<file path="src/rtl/regdir_pkg.sv">
package regdir_pkg;

  typedef enum logic [1:0] {
    OP_READ  = 2'b00,
    OP_CLAIM = 2'b01,
    OP_WBACK = 2'b10,
    OP_NOP   = 2'b11
  } bank_op_e;

  localparam logic RSP_DATA    = 1'b0;
  localparam logic RSP_ACK     = 1'b1;
  localparam logic FWD_READ    = 1'b0;
  localparam logic FWD_RELEASE = 1'b1;

  localparam logic TAG_DATA  = 1'b0;
  localparam logic TAG_OWNED = 1'b1;

endpackage

</file>
<file path="src/rtl/regdir_arbiter.sv">
module regdir_arbiter #(
  parameter int NUM_CORES = 4,
  localparam int CW = (NUM_CORES > 1) ? $clog2(NUM_CORES) : 1
) (
  input  logic                 clk,
  input  logic                 rst,
  input  logic [NUM_CORES-1:0] req_valid,
  output logic [NUM_CORES-1:0] grant,
  output logic [CW-1:0]        grant_idx,
  output logic                 any_grant
);

  // Lowest index wins: scan from the top so the last hit is the lowest.
  always_comb begin
    grant     = '0;
    grant_idx = '0;
    for (int i = NUM_CORES - 1; i >= 0; i--) begin
      if (req_valid[i]) begin
        grant     = '0;
        grant[i]  = 1'b1;
        grant_idx = CW'(i);
      end
    end
    any_grant = |req_valid;
  end

  p_grant_onehot_r1: assert property (@(posedge clk) disable iff (rst)
    $onehot0(grant));

  p_grant_needs_valid_r1: assert property (@(posedge clk) disable iff (rst)
    (grant & ~req_valid) == '0);

endmodule

</file>
<file path="src/rtl/regdir_store.sv">
module regdir_store #(
  parameter int DEPTH  = 16,
  parameter int DATA_W = 32,
  localparam int AW = $clog2(DEPTH)
) (
  input  logic              clk,
  input  logic              rst,
  input  logic [AW-1:0]     addr,
  output logic              rd_tag,
  output logic [DATA_W-1:0] rd_field,
  input  logic              we,
  input  logic              wr_tag,
  input  logic [DATA_W-1:0] wr_field
);

  // Tags are a small resettable register file; fields form a plain RAM.
  logic [DEPTH-1:0]  tag_q;
  logic [DATA_W-1:0] field_mem [DEPTH];

  always_ff @(posedge clk) begin
    if (rst) begin
      tag_q <= '0;
    end else if (we) begin
      tag_q[addr] <= wr_tag;
    end
  end

  always_ff @(posedge clk) begin
    if (we) begin
      field_mem[addr] <= wr_field;
    end
  end

  assign rd_tag   = tag_q[addr];
  assign rd_field = field_mem[addr];

endmodule

</file>
<file path="src/rtl/regdir_engine.sv">
module regdir_engine
  import regdir_pkg::*;
#(
  parameter int NUM_CORES = 4,
  parameter int DATA_W    = 32,
  localparam int CW = (NUM_CORES > 1) ? $clog2(NUM_CORES) : 1
) (
  input  logic              accept,
  input  logic [1:0]        op,
  input  logic [CW-1:0]     who,
  input  logic [DATA_W-1:0] wdata,
  input  logic              rd_tag,
  input  logic [DATA_W-1:0] rd_field,
  output logic              we,
  output logic              wr_tag,
  output logic [DATA_W-1:0] wr_field,
  output logic              n_rsp_valid,
  output logic              n_rsp_kind,
  output logic [DATA_W-1:0] n_rsp_data,
  output logic              n_fwd_valid,
  output logic              n_fwd_kind,
  output logic [CW-1:0]     n_fwd_core
);

  logic [CW-1:0] owner;
  logic          owned;
  bank_op_e      op_e;

  assign owner = rd_field[CW-1:0];
  assign owned = (rd_tag == TAG_OWNED);
  assign op_e  = bank_op_e'(op);

  always_comb begin
    we          = 1'b0;
    wr_tag      = rd_tag;
    wr_field    = rd_field;
    n_rsp_valid = 1'b0;
    n_rsp_kind  = RSP_DATA;
    n_rsp_data  = '0;
    n_fwd_valid = 1'b0;
    n_fwd_kind  = FWD_READ;
    n_fwd_core  = owner;
    if (accept) begin
      case (op_e)
        OP_READ: begin
          if (owned) begin
            n_fwd_valid = 1'b1;
            n_fwd_kind  = FWD_READ;
          end else begin
            n_rsp_valid = 1'b1;
            n_rsp_kind  = RSP_DATA;
            n_rsp_data  = rd_field;
          end
        end
        OP_CLAIM: begin
          we          = 1'b1;
          wr_tag      = TAG_OWNED;
          wr_field    = DATA_W'(who);
          n_rsp_valid = 1'b1;
          n_rsp_kind  = RSP_ACK;
          if (owned && owner != who) begin
            n_fwd_valid = 1'b1;
            n_fwd_kind  = FWD_RELEASE;
          end
        end
        OP_WBACK: begin
          if (owned && owner == who) begin
            we       = 1'b1;
            wr_tag   = TAG_DATA;
            wr_field = wdata;
          end
        end
        default: ;
      endcase
    end
  end

endmodule

</file>
<file path="src/rtl/regdir_bank.sv">
module regdir_bank
  import regdir_pkg::*;
#(
  parameter int NUM_CORES = 4,
  parameter int DEPTH     = 16,
  parameter int DATA_W    = 32,
  localparam int CW = (NUM_CORES > 1) ? $clog2(NUM_CORES) : 1,
  localparam int AW = $clog2(DEPTH)
) (
  input  logic                              clk,
  input  logic                              rst,
  input  logic [NUM_CORES-1:0]              req_valid,
  output logic [NUM_CORES-1:0]              req_ready,
  input  logic [NUM_CORES-1:0][1:0]         req_op,
  input  logic [NUM_CORES-1:0][AW-1:0]      req_addr,
  input  logic [NUM_CORES-1:0][DATA_W-1:0]  req_wdata,
  output logic                              rsp_valid,
  output logic [CW-1:0]                     rsp_core,
  output logic                              rsp_kind,
  output logic [DATA_W-1:0]                 rsp_data,
  output logic                              fwd_valid,
  output logic                              fwd_kind,
  output logic [CW-1:0]                     fwd_core,
  output logic [CW-1:0]                     fwd_requester,
  output logic [AW-1:0]                     fwd_addr
);

  logic [NUM_CORES-1:0] grant;
  logic [CW-1:0]        widx;
  logic                 accept;
  logic [1:0]           sel_op;
  logic [AW-1:0]        sel_addr;
  logic [DATA_W-1:0]    sel_wdata;

  regdir_arbiter #(.NUM_CORES(NUM_CORES)) u_arb (
    .clk       (clk),
    .rst       (rst),
    .req_valid (req_valid),
    .grant     (grant),
    .grant_idx (widx),
    .any_grant (accept)
  );

  assign req_ready = grant;
  assign sel_op    = req_op[widx];
  assign sel_addr  = req_addr[widx];
  assign sel_wdata = req_wdata[widx];

  logic              rd_tag;
  logic [DATA_W-1:0] rd_field;
  logic              we;
  logic              wr_tag;
  logic [DATA_W-1:0] wr_field;

  regdir_store #(.DEPTH(DEPTH), .DATA_W(DATA_W)) u_store (
    .clk      (clk),
    .rst      (rst),
    .addr     (sel_addr),
    .rd_tag   (rd_tag),
    .rd_field (rd_field),
    .we       (we),
    .wr_tag   (wr_tag),
    .wr_field (wr_field)
  );

  logic              n_rsp_valid;
  logic              n_rsp_kind;
  logic [DATA_W-1:0] n_rsp_data;
  logic              n_fwd_valid;
  logic              n_fwd_kind;
  logic [CW-1:0]     n_fwd_core;

  regdir_engine #(.NUM_CORES(NUM_CORES), .DATA_W(DATA_W)) u_eng (
    .accept      (accept),
    .op          (sel_op),
    .who         (widx),
    .wdata       (sel_wdata),
    .rd_tag      (rd_tag),
    .rd_field    (rd_field),
    .we          (we),
    .wr_tag      (wr_tag),
    .wr_field    (wr_field),
    .n_rsp_valid (n_rsp_valid),
    .n_rsp_kind  (n_rsp_kind),
    .n_rsp_data  (n_rsp_data),
    .n_fwd_valid (n_fwd_valid),
    .n_fwd_kind  (n_fwd_kind),
    .n_fwd_core  (n_fwd_core)
  );

  always_ff @(posedge clk) begin
    if (rst) begin
      rsp_valid     <= 1'b0;
      rsp_core      <= '0;
      rsp_kind      <= RSP_DATA;
      rsp_data      <= '0;
      fwd_valid     <= 1'b0;
      fwd_kind      <= FWD_READ;
      fwd_core      <= '0;
      fwd_requester <= '0;
      fwd_addr      <= '0;
    end else begin
      rsp_valid     <= n_rsp_valid;
      rsp_core      <= widx;
      rsp_kind      <= n_rsp_kind;
      rsp_data      <= n_rsp_data;
      fwd_valid     <= n_fwd_valid;
      fwd_kind      <= n_fwd_kind;
      fwd_core      <= n_fwd_core;
      fwd_requester <= widx;
      fwd_addr      <= sel_addr;
    end
  end

  p_claim_ack_r3: assert property (@(posedge clk) disable iff (rst)
    (accept && sel_op == OP_CLAIM) |=>
      (rsp_valid && rsp_kind == RSP_ACK && rsp_core == $past(widx)));

  p_release_pair_r4: assert property (@(posedge clk) disable iff (rst)
    (fwd_valid && fwd_kind == FWD_RELEASE) |->
      (rsp_valid && rsp_kind == RSP_ACK && fwd_core != rsp_core));

  p_fwd_read_alone_r5: assert property (@(posedge clk) disable iff (rst)
    (fwd_valid && fwd_kind == FWD_READ) |-> !rsp_valid);

  p_wback_silent_r6: assert property (@(posedge clk) disable iff (rst)
    (accept && sel_op == OP_WBACK) |=> (!rsp_valid && !fwd_valid));

  p_nop_silent_r8: assert property (@(posedge clk) disable iff (rst)
    (accept && sel_op == OP_NOP) |=> (!rsp_valid && !fwd_valid));

  p_idle_quiet_r10: assert property (@(posedge clk) disable iff (rst)
    !accept |=> (!rsp_valid && !fwd_valid));

endmodule

</file>
<file path="config.mk">
export PLATFORM = sky130hd
export DESIGN_NAME = regdir_bank
export DESIGN_NICKNAME = d
export VERILOG_FILES = /design/src/rtl/regdir_pkg.sv /design/src/rtl/regdir_arbiter.sv /design/src/rtl/regdir_store.sv /design/src/rtl/regdir_engine.sv /design/src/rtl/regdir_bank.sv
export SDC_FILE = /design/constraint.sdc
export NUM_CORES = 1
export LEC_CHECK = 0
export ABC_AREA = 1
export ABC_CLOCK_PERIOD_IN_PS = 9400
export CAP_MARGIN = 5
export CORE_MARGIN = 2
export CORE_UTILIZATION = 40
export DETAILED_ROUTE_END_ITERATION = 10
export SLEW_MARGIN = 20
export SYNTH_ARGS = -nofsm -noshare
export SYNTH_HDL_FRONTEND = slang
export SYNTH_HIERARCHICAL = 1
export SYNTH_SLANG_ARGS = --single-unit
</file>
<file path="constraint.sdc">
create_clock -name clk -period 9.4 [get_ports clk]
set_input_delay 1.88 -clock clk [delete_from_list [all_inputs] [get_ports clk]]
set_output_delay 1.88 -clock clk [all_outputs]
set_load 0.02 [all_outputs]
</file>
==> results of run 1 <==
layer usage:
metal	vias up	GRT usage [%]	share of wire (%)
met3	123	2.45	4.3
met4	2	6.59	2.7
met2	474	36.7	50
li1	9419	-	-
met1	9241	28.9	43
met5	-	0	0.012
critical path: cells and delay by family:
kind | cells | cell delay [ps]
simple gates | 18 | 3040
buf+inv | 8 | 2570
cells by family (layout without fill, tap and decap cells):
| logic type | Yosys count | in the layout | synth area share [%] |
|---|---|---|---|
| compound gates | 104 | 104 | 2.66 |
| fa+ha+maj | 3 | 3 | 0.144 |
| simple gates | 1825 | 1825 | 26.7 |
| buf+inv | 383 | 597 | 7.08 |
| flops | 572 | 572 | 63.4 |
per-stage QoR:
step / cell area [um2] / util (%) / worst slack, ps / power [mW] / std cells
after floorplan: 26200 / - / 3060 / 3.68 / 2887
after global placement: 28800 / 44.6 / 1570 / 4.09 / 3844
after detailed placement: 28800 / 44.6 / 1480 / 4.10 / 3845
after CTS: 30700 / 47.6 / 2110 / 6.43 / 3953
after global routing: 30800 / 47.8 / 1660 / 6.64 / 3956
final: 30800 / 47.8 / 2100 / 6.38 / 3956
flip-flops by register name (all words and copies together), names as in the netlist:
register           flops
rsp_data              32
fwd_core               2
u_store/field_mem    512
fwd_valid              1
fwd_kind               1
rsp_valid              1
rsp_kind               1
fwd_requester          2
u_store/tag_q         16
fwd_addr               4
worst max-delay path by stage:
| stage | from | endpoint | slack [ps] | cells past startpoint |
|---|---|---|---|---|
| global route | req_valid[0] | u_store/tag_q[9] | 1660 | 28 |
| CTS | req_valid[0] | u_store/field_mem[3][20] | 2110 | 25 |
| global placement | req_valid[0] | u_store/field_mem[2][10] | 1570 | 25 |
| floorplan | req_valid[0] | u_store/field_mem[3][0] | 3060 | 30 |
| finish | req_valid[0] | u_store/field_mem[9][12] | 2100 | 26 |
| detailed placement | req_valid[0] | u_store/field_mem[14][4] | 1480 | 25 |
layout by cell type (no fill, tap or decap), types with 2 or more instances in the layout:
master,instances
nor2_1,129
bufinv_16,6
nor2_2,13
inv_2,11
edfxtp_1,512
clkbuf_1,14
clkinv_1,9
clkinv_2,10
o21ai_0,15
nand3_1,14
nand2_4,2
o22ai_1,2
clkinvlp_4,2
nor2_4,16
clkbuf_8,8
nand3_4,4
ha_1,3
o211ai_1,69
buf_4,46
dfxtp_1,60
buf_16,4
clkbuf_16,57
a21oi_1,18
clkdlybuf4s50_1,206
inv_4,3
nand2_1,1643
inv_1,215
layout make-up:
type                            count  area [um2]
Inverter                          232         891
Fill cell                        6089       33700
Multi-Input combinational cell   1932        7850
Tap cell                          855        1070
Timing Repair Buffer              257        2520
Clock inverter                     29         342
Sequential cell                   572       16600
Clock buffer                       79        1590
power by group through the flow:
stage,logic (mW),registers (mW),clock network [mW]
after floorplan,0.655,3.03,0
after global placement,1.08,3.01,0
after detailed placement,1.09,3.01,0
after CTS,1.10,2.96,2.37
after global routing,1.20,2.96,2.48
final,1.09,2.96,2.34
==> impl_metrics.csv, run 1 <==
group,metric,value,unit
logic_synthesis,synthDominantCellAreaShare,58.8,%
timing,min_period,7300,ps
setup_path,rr_startpoint,"u_store/field_mem[5][0]",
clocking,cts_resized,0,
outcome,status,"finished, final reports clean",
setup_path,cp_slowest_stage_delay,600,ps
finish,nets,3213,
setup_path,reg2reg_to,"u_store/field_mem[9][12]",
setup_path,crit_type,"input port to flop",
floorplanning,die_h,260,um
grt,grt_max_degree,102,
floorplanning,rows,93,
setup_path,path_common_cell,"nand2_1",
timing,finalSetupViolations,0,
logic_synthesis,syn_inst,2887,
drt,drt_iter0_drc,1647,
hold_path,hold_depth,2,
logic_synthesis,postSynthAreaPerCell,9.06,um2
setup_path,cp-end-kind,"flop",
drt,drt-wirelength-per-cell,18.7,um
timing,hold_violations,0,
setup_path,reg2reg_slack,5810,ps
clocking,htree_levels,2,
drt,final_antenna_net_count,0,
timing,rsz0062_at_grt,"false",
logic_synthesis,syn_nets,3048,
setup_path,crit_slowest_cell,"nor2_4",
timing,skew,28.2,ps
clocking,cts_sinks,572,
place,dpl.hpwl,47.4,mm
setup_path,startpoint_type,"input port",
logic_synthesis,yosys_warnings,6,
logic_synthesis,synth_cell_types,28,
finish,layout-drive-gt1-share,6.13,%
logic_synthesis,ys_top_cells_by_count,"1,643 x nand2_1, 512 x edfxtp_1, 219 x inv_1",
timing,maxSlewHeadroom,28.3,%
clocking,cts_setup_buffers,0,
timing,worst_pin_slew,1080,ps
timing,setup_tns,0,ps
floorplanning,start_util,40.5,%
logic_synthesis,ys_seq_elements,572,
clocking,root_buffer,"clkbuf_16",
floorplanning,io_pins,208,
clocking,postCtsHoldBufs,0,
pwr,power_density,207,nW/um2
place,gp_congestion,0.946,
hold_path,worstHoldStart,"u_store/tag_q[0]",
logic_synthesis,synthArstFlopShare,0,%
grt,grt_pass1_wl,111,mm
setup_path,critPathRequiredTime,9700,ps
logic_synthesis,yosysMostFrequentCell,"nand2_1",
logic_synthesis,synth_area_leader_cell,"edfxtp_1",
pwr,seq_power_share,46.3,%
finish,areaGrowthSynthToFinish,17.9,%
pwr,clkPwrFrac,36.6,%
floorplanning,core_area,64600,um2
timing,period_share,77.7,%
pwr,share_comb_of_total_power,17.1,%
drt,totalWireLength,73.9,mm
drt,vias,19300,
job,drv_cap,0,
grt,grt_pass1_vias,18800,
setup_path,cp.arrival,7610,ps
floorplanning,chipWidth,260,um
clocking,numCtsBuffers,57,
clocking,clk_transition_reported_paths,60,ps
clocking,clockBufferDepth,3,
pwr,intPower,4.59,mW
logic_synthesis,synth_edf_count,512,
logic_synthesis,synth_ff_type,"edfxtp_1",
pwr,switchingPower,1.79,mW
pwr,sw_frac_of_total,28.1,%
setup_path,critPathMaxFanout,88,
drt,drc,0,
place,numPortBuffers,207,
pwr,power.leakage,13.4,nW
grt,grt-ovfl-total,0,
hold_path,hold-path-endpoint,"u_store/tag_q[0]",
timing,fmax,137,MHz
setup_path,r2r_cells,18,
finish,antenna_cells,0,
drt,first_pass_iters,5,
grt,antenna_found_initial,1,
timing,whs,474,ps
hold_path,hp-class,"flop to flop",
clocking,clk_latency,640,ps
clocking,cts_tree,"yes",
logic_synthesis,synth_area,26200,um2
floorplanning,fp.dieArea,67400,um2
pwr,ir_drop,156,uV
drt,vias_per_cell,4.87,
logic_synthesis,synthTopCellsByArea,"edfxtp_1 59%, nand2_1 24%, dfxtp_1 4.6%",
grt,grtUsageTotal,21.6,%
timing,drv_slew,0,
logic_synthesis,yosysSeqAreaShare,63.4,%
(Power assumes the default switching activity.)
==> run 2, diff against run 1 <==
--- a/config.mk
+++ b/config.mk
@@ -6,7 +6,7 @@
 export NUM_CORES = 1
 export LEC_CHECK = 0
 export ABC_AREA = 1
-export ABC_CLOCK_PERIOD_IN_PS = 9400
+export ABC_CLOCK_PERIOD_IN_PS = 6400
 export CAP_MARGIN = 5
 export CORE_MARGIN = 2
 export CORE_UTILIZATION = 40
==> constraint.sdc (replaced) <==
create_clock -name clk -period 6.4 [get_ports clk]
set_input_delay 1.28 -clock clk [delete_from_list [all_inputs] [get_ports clk]]
set_output_delay 1.28 -clock clk [all_outputs]
set_load 0.02 [all_outputs]
==> run 2 against run 1 <==
Against the previous run: clock power is 48% higher; cell area is 0.80% higher; sequential cell count stayed put; first-iteration DRC count is 0.30% lower; sequential power is 47% higher; die area stayed put; cell count is 0.99% higher; via count is 1.0% higher; worst hold slack better by 9.5 ps; utilization is 0.38 points higher; critical path depth is 1 lower; register-to-register slack worse by 2800 ps; critical endpoint is now u_store/field_mem[12][16].
==> impl_metrics.csv, run 2 (same netlist as run 1, synthesis figures left out) <==
group,metric,value,unit
outcome,status,"finished, final reports clean",
place,place_area,29100,um2
setup_path,startpoint_type,"input port",
finish,layout-drive-gt1-share,6.88,%
grt,grt-ovfl-total,0,
floorplanning,fp.dieArea,67400,um2
setup_path,worstPathBufferInverterCount,10,
drt,vias,19500,
grt,grt_pass1_vias,18900,
drt,final_antenna_net_count,0,
clocking,root_buffer,"clkbuf_16",
timing,min_period,5610,ps
finish,areaGrowthSynthToFinish,18.9,%
finish,antenna_cells,0,
setup_path,cp.arrival,5860,ps
setup_path,rr_startpoint,"u_store/field_mem[7][1]",
job,drv_cap,0,
setup_path,reg2reg_slack,3040,ps
floorplanning,die_h,260,um
drt,drc,0,
setup_path,critPathRequiredTime,6650,ps
timing,setup_tns,0,ps
timing,rsz0062_at_grt,"false",
setup_path,r2r_cells,19,
finish,largest_reg_flops,512,
setup_path,crit_slowest_cell,"inv_2",
setup_path,critPathMaxFanout,33,
clocking,clk_transition_reported_paths,60,ps
hold_path,hp-class,"flop to flop",
clocking,numCtsBuffers,59,
setup_path,cp-end-kind,"flop",
timing,fmax,178,MHz
setup_path,worstSetupEndpoint,"u_store/field_mem[12][16]",
setup_path,crit_type,"input port to flop",
setup_path,cp_top_family,"buffers and inverters",
place,numPortBuffers,207,
finish,biggestRegsByFlops,"u_store/field_mem: 512 flops, rsp_data: 32 flops, u_store/tag_q: 16 flops",
finish,final_area,31100,um2
setup_path,cp_slowest_stage_delay,640,ps
timing,period_share,87.7,%
pwr,ir_drop,220,uV
clocking,htree_levels,2,
floorplanning,rows,93,
timing,worst_pin_slew,1090,ps
grt,grt_pass1_wl,114,mm
floorplanning,start_util,40.5,%
drt,drt_iter0_drc,1642,
drt,totalWireLength,75.8,mm
clocking,cts_sinks,572,
grt,antenna_found_initial,0,
setup_path,cp.depth,25,
timing,maxSlewHeadroom,27.3,%
floorplanning,chipWidth,260,um
drt,vias_per_cell,4.87,
finish,layout_commonest_cell,"nand2_1",
floorplanning,core_area,64600,um2
clocking,clk_latency,630,ps
setup_path,reg2reg_to,"u_store/field_mem[12][16]",
floorplanning,io_pins,208,
clocking,cts_resized,0,
timing,finalSetupViolations,0,
place,gp_congestion,0.953,
place,dpl.hpwl,50.2,mm
setup_path,path_common_cell,"nand2_1",
grt,grt_max_degree,97,
grt,grtUsageTotal,22.2,%
drt,drt-wirelength-per-cell,19.0,um
clocking,clockBufferDepth,3,
clocking,postCtsHoldBufs,0,
pwr,power_density,305,nW/um2
drt,first_pass_iters,7,
clocking,cts_tree,"yes",
clocking,cts_setup_buffers,0,
timing,drv_slew,0,
timing,skew,26.7,ps
finish,nFillCells,6092,
finish,nets,3252,
pwr,power.leakage,13.5,nW
finish,regMostFlops,"u_store/field_mem",
timing,hold_violations,0,
finish,mostFrequentLayoutCells,"1,643 x nand2_1, 512 x edfxtp_1, 215 x inv_1, 206 x clkdlybuf4s50_1, 141 x nor2_1",
setup_path,critPathLaunch,"req_valid[1]",
run 2: worst min path at each step:
stage                      startpoint                end  cells past startpoint
floorplan            u_store/tag_q[0]   u_store/tag_q[0]                      2
global placement    u_store/tag_q[12]  u_store/tag_q[12]                      2
detailed placement   u_store/tag_q[0]   u_store/tag_q[0]                      2
CTS                  u_store/tag_q[0]   u_store/tag_q[0]                      2
global route         u_store/tag_q[0]   u_store/tag_q[0]                      2
finish              u_store/tag_q[15]  u_store/tag_q[15]                      2
run 2: worst min-delay path, delay by kind of cell (launching register included):
kind	cells	cell delay [ps]
DFF	1	310
AOI/OAI and AO/OA	2	130
run 2: layer usage:
layer	global-route usage, %	part of all wire [%]
met5	0	0
met4	8.08	3.4
met3	2.66	4.1
met2	38.5	50
met1	28.6	43
run 2: final cells by class:
cell class	count	area, um2	area share [%]
Sequential cell	572	16600	53.3
Multi-Input combinational cell	1932	7820	25.2
Timing Repair Buffer	294	2770	8.91
Clock buffer	74	1580	5.10
Tap cell	855	1070	3.44
Inverter	232	891	2.87
Clock inverter	36	375	1.21
run 2: metrics by stage:
stage / cells / power [mW] / utilization [%] / setup WS [ps] / hold WS, ps
floorplan: 2887 / 5.41 / - / 663 / 444
global placement: 3885 / 6.08 / 45.1 / 270 / 463
detailed placement: 3885 / 6.09 / 45.1 / 200 / 470
CTS: 3995 / 9.56 / 48.1 / 846 / 479
global route: 3995 / 9.86 / 48.1 / 433 / 501
finish: 3995 / 9.48 / 48.1 / 787 / 484
run 2: power by group:
group	switching, mW	internal [mW]
logic	1.20	0.464
clock network	1.44	2.03
registers	0.0135	4.33
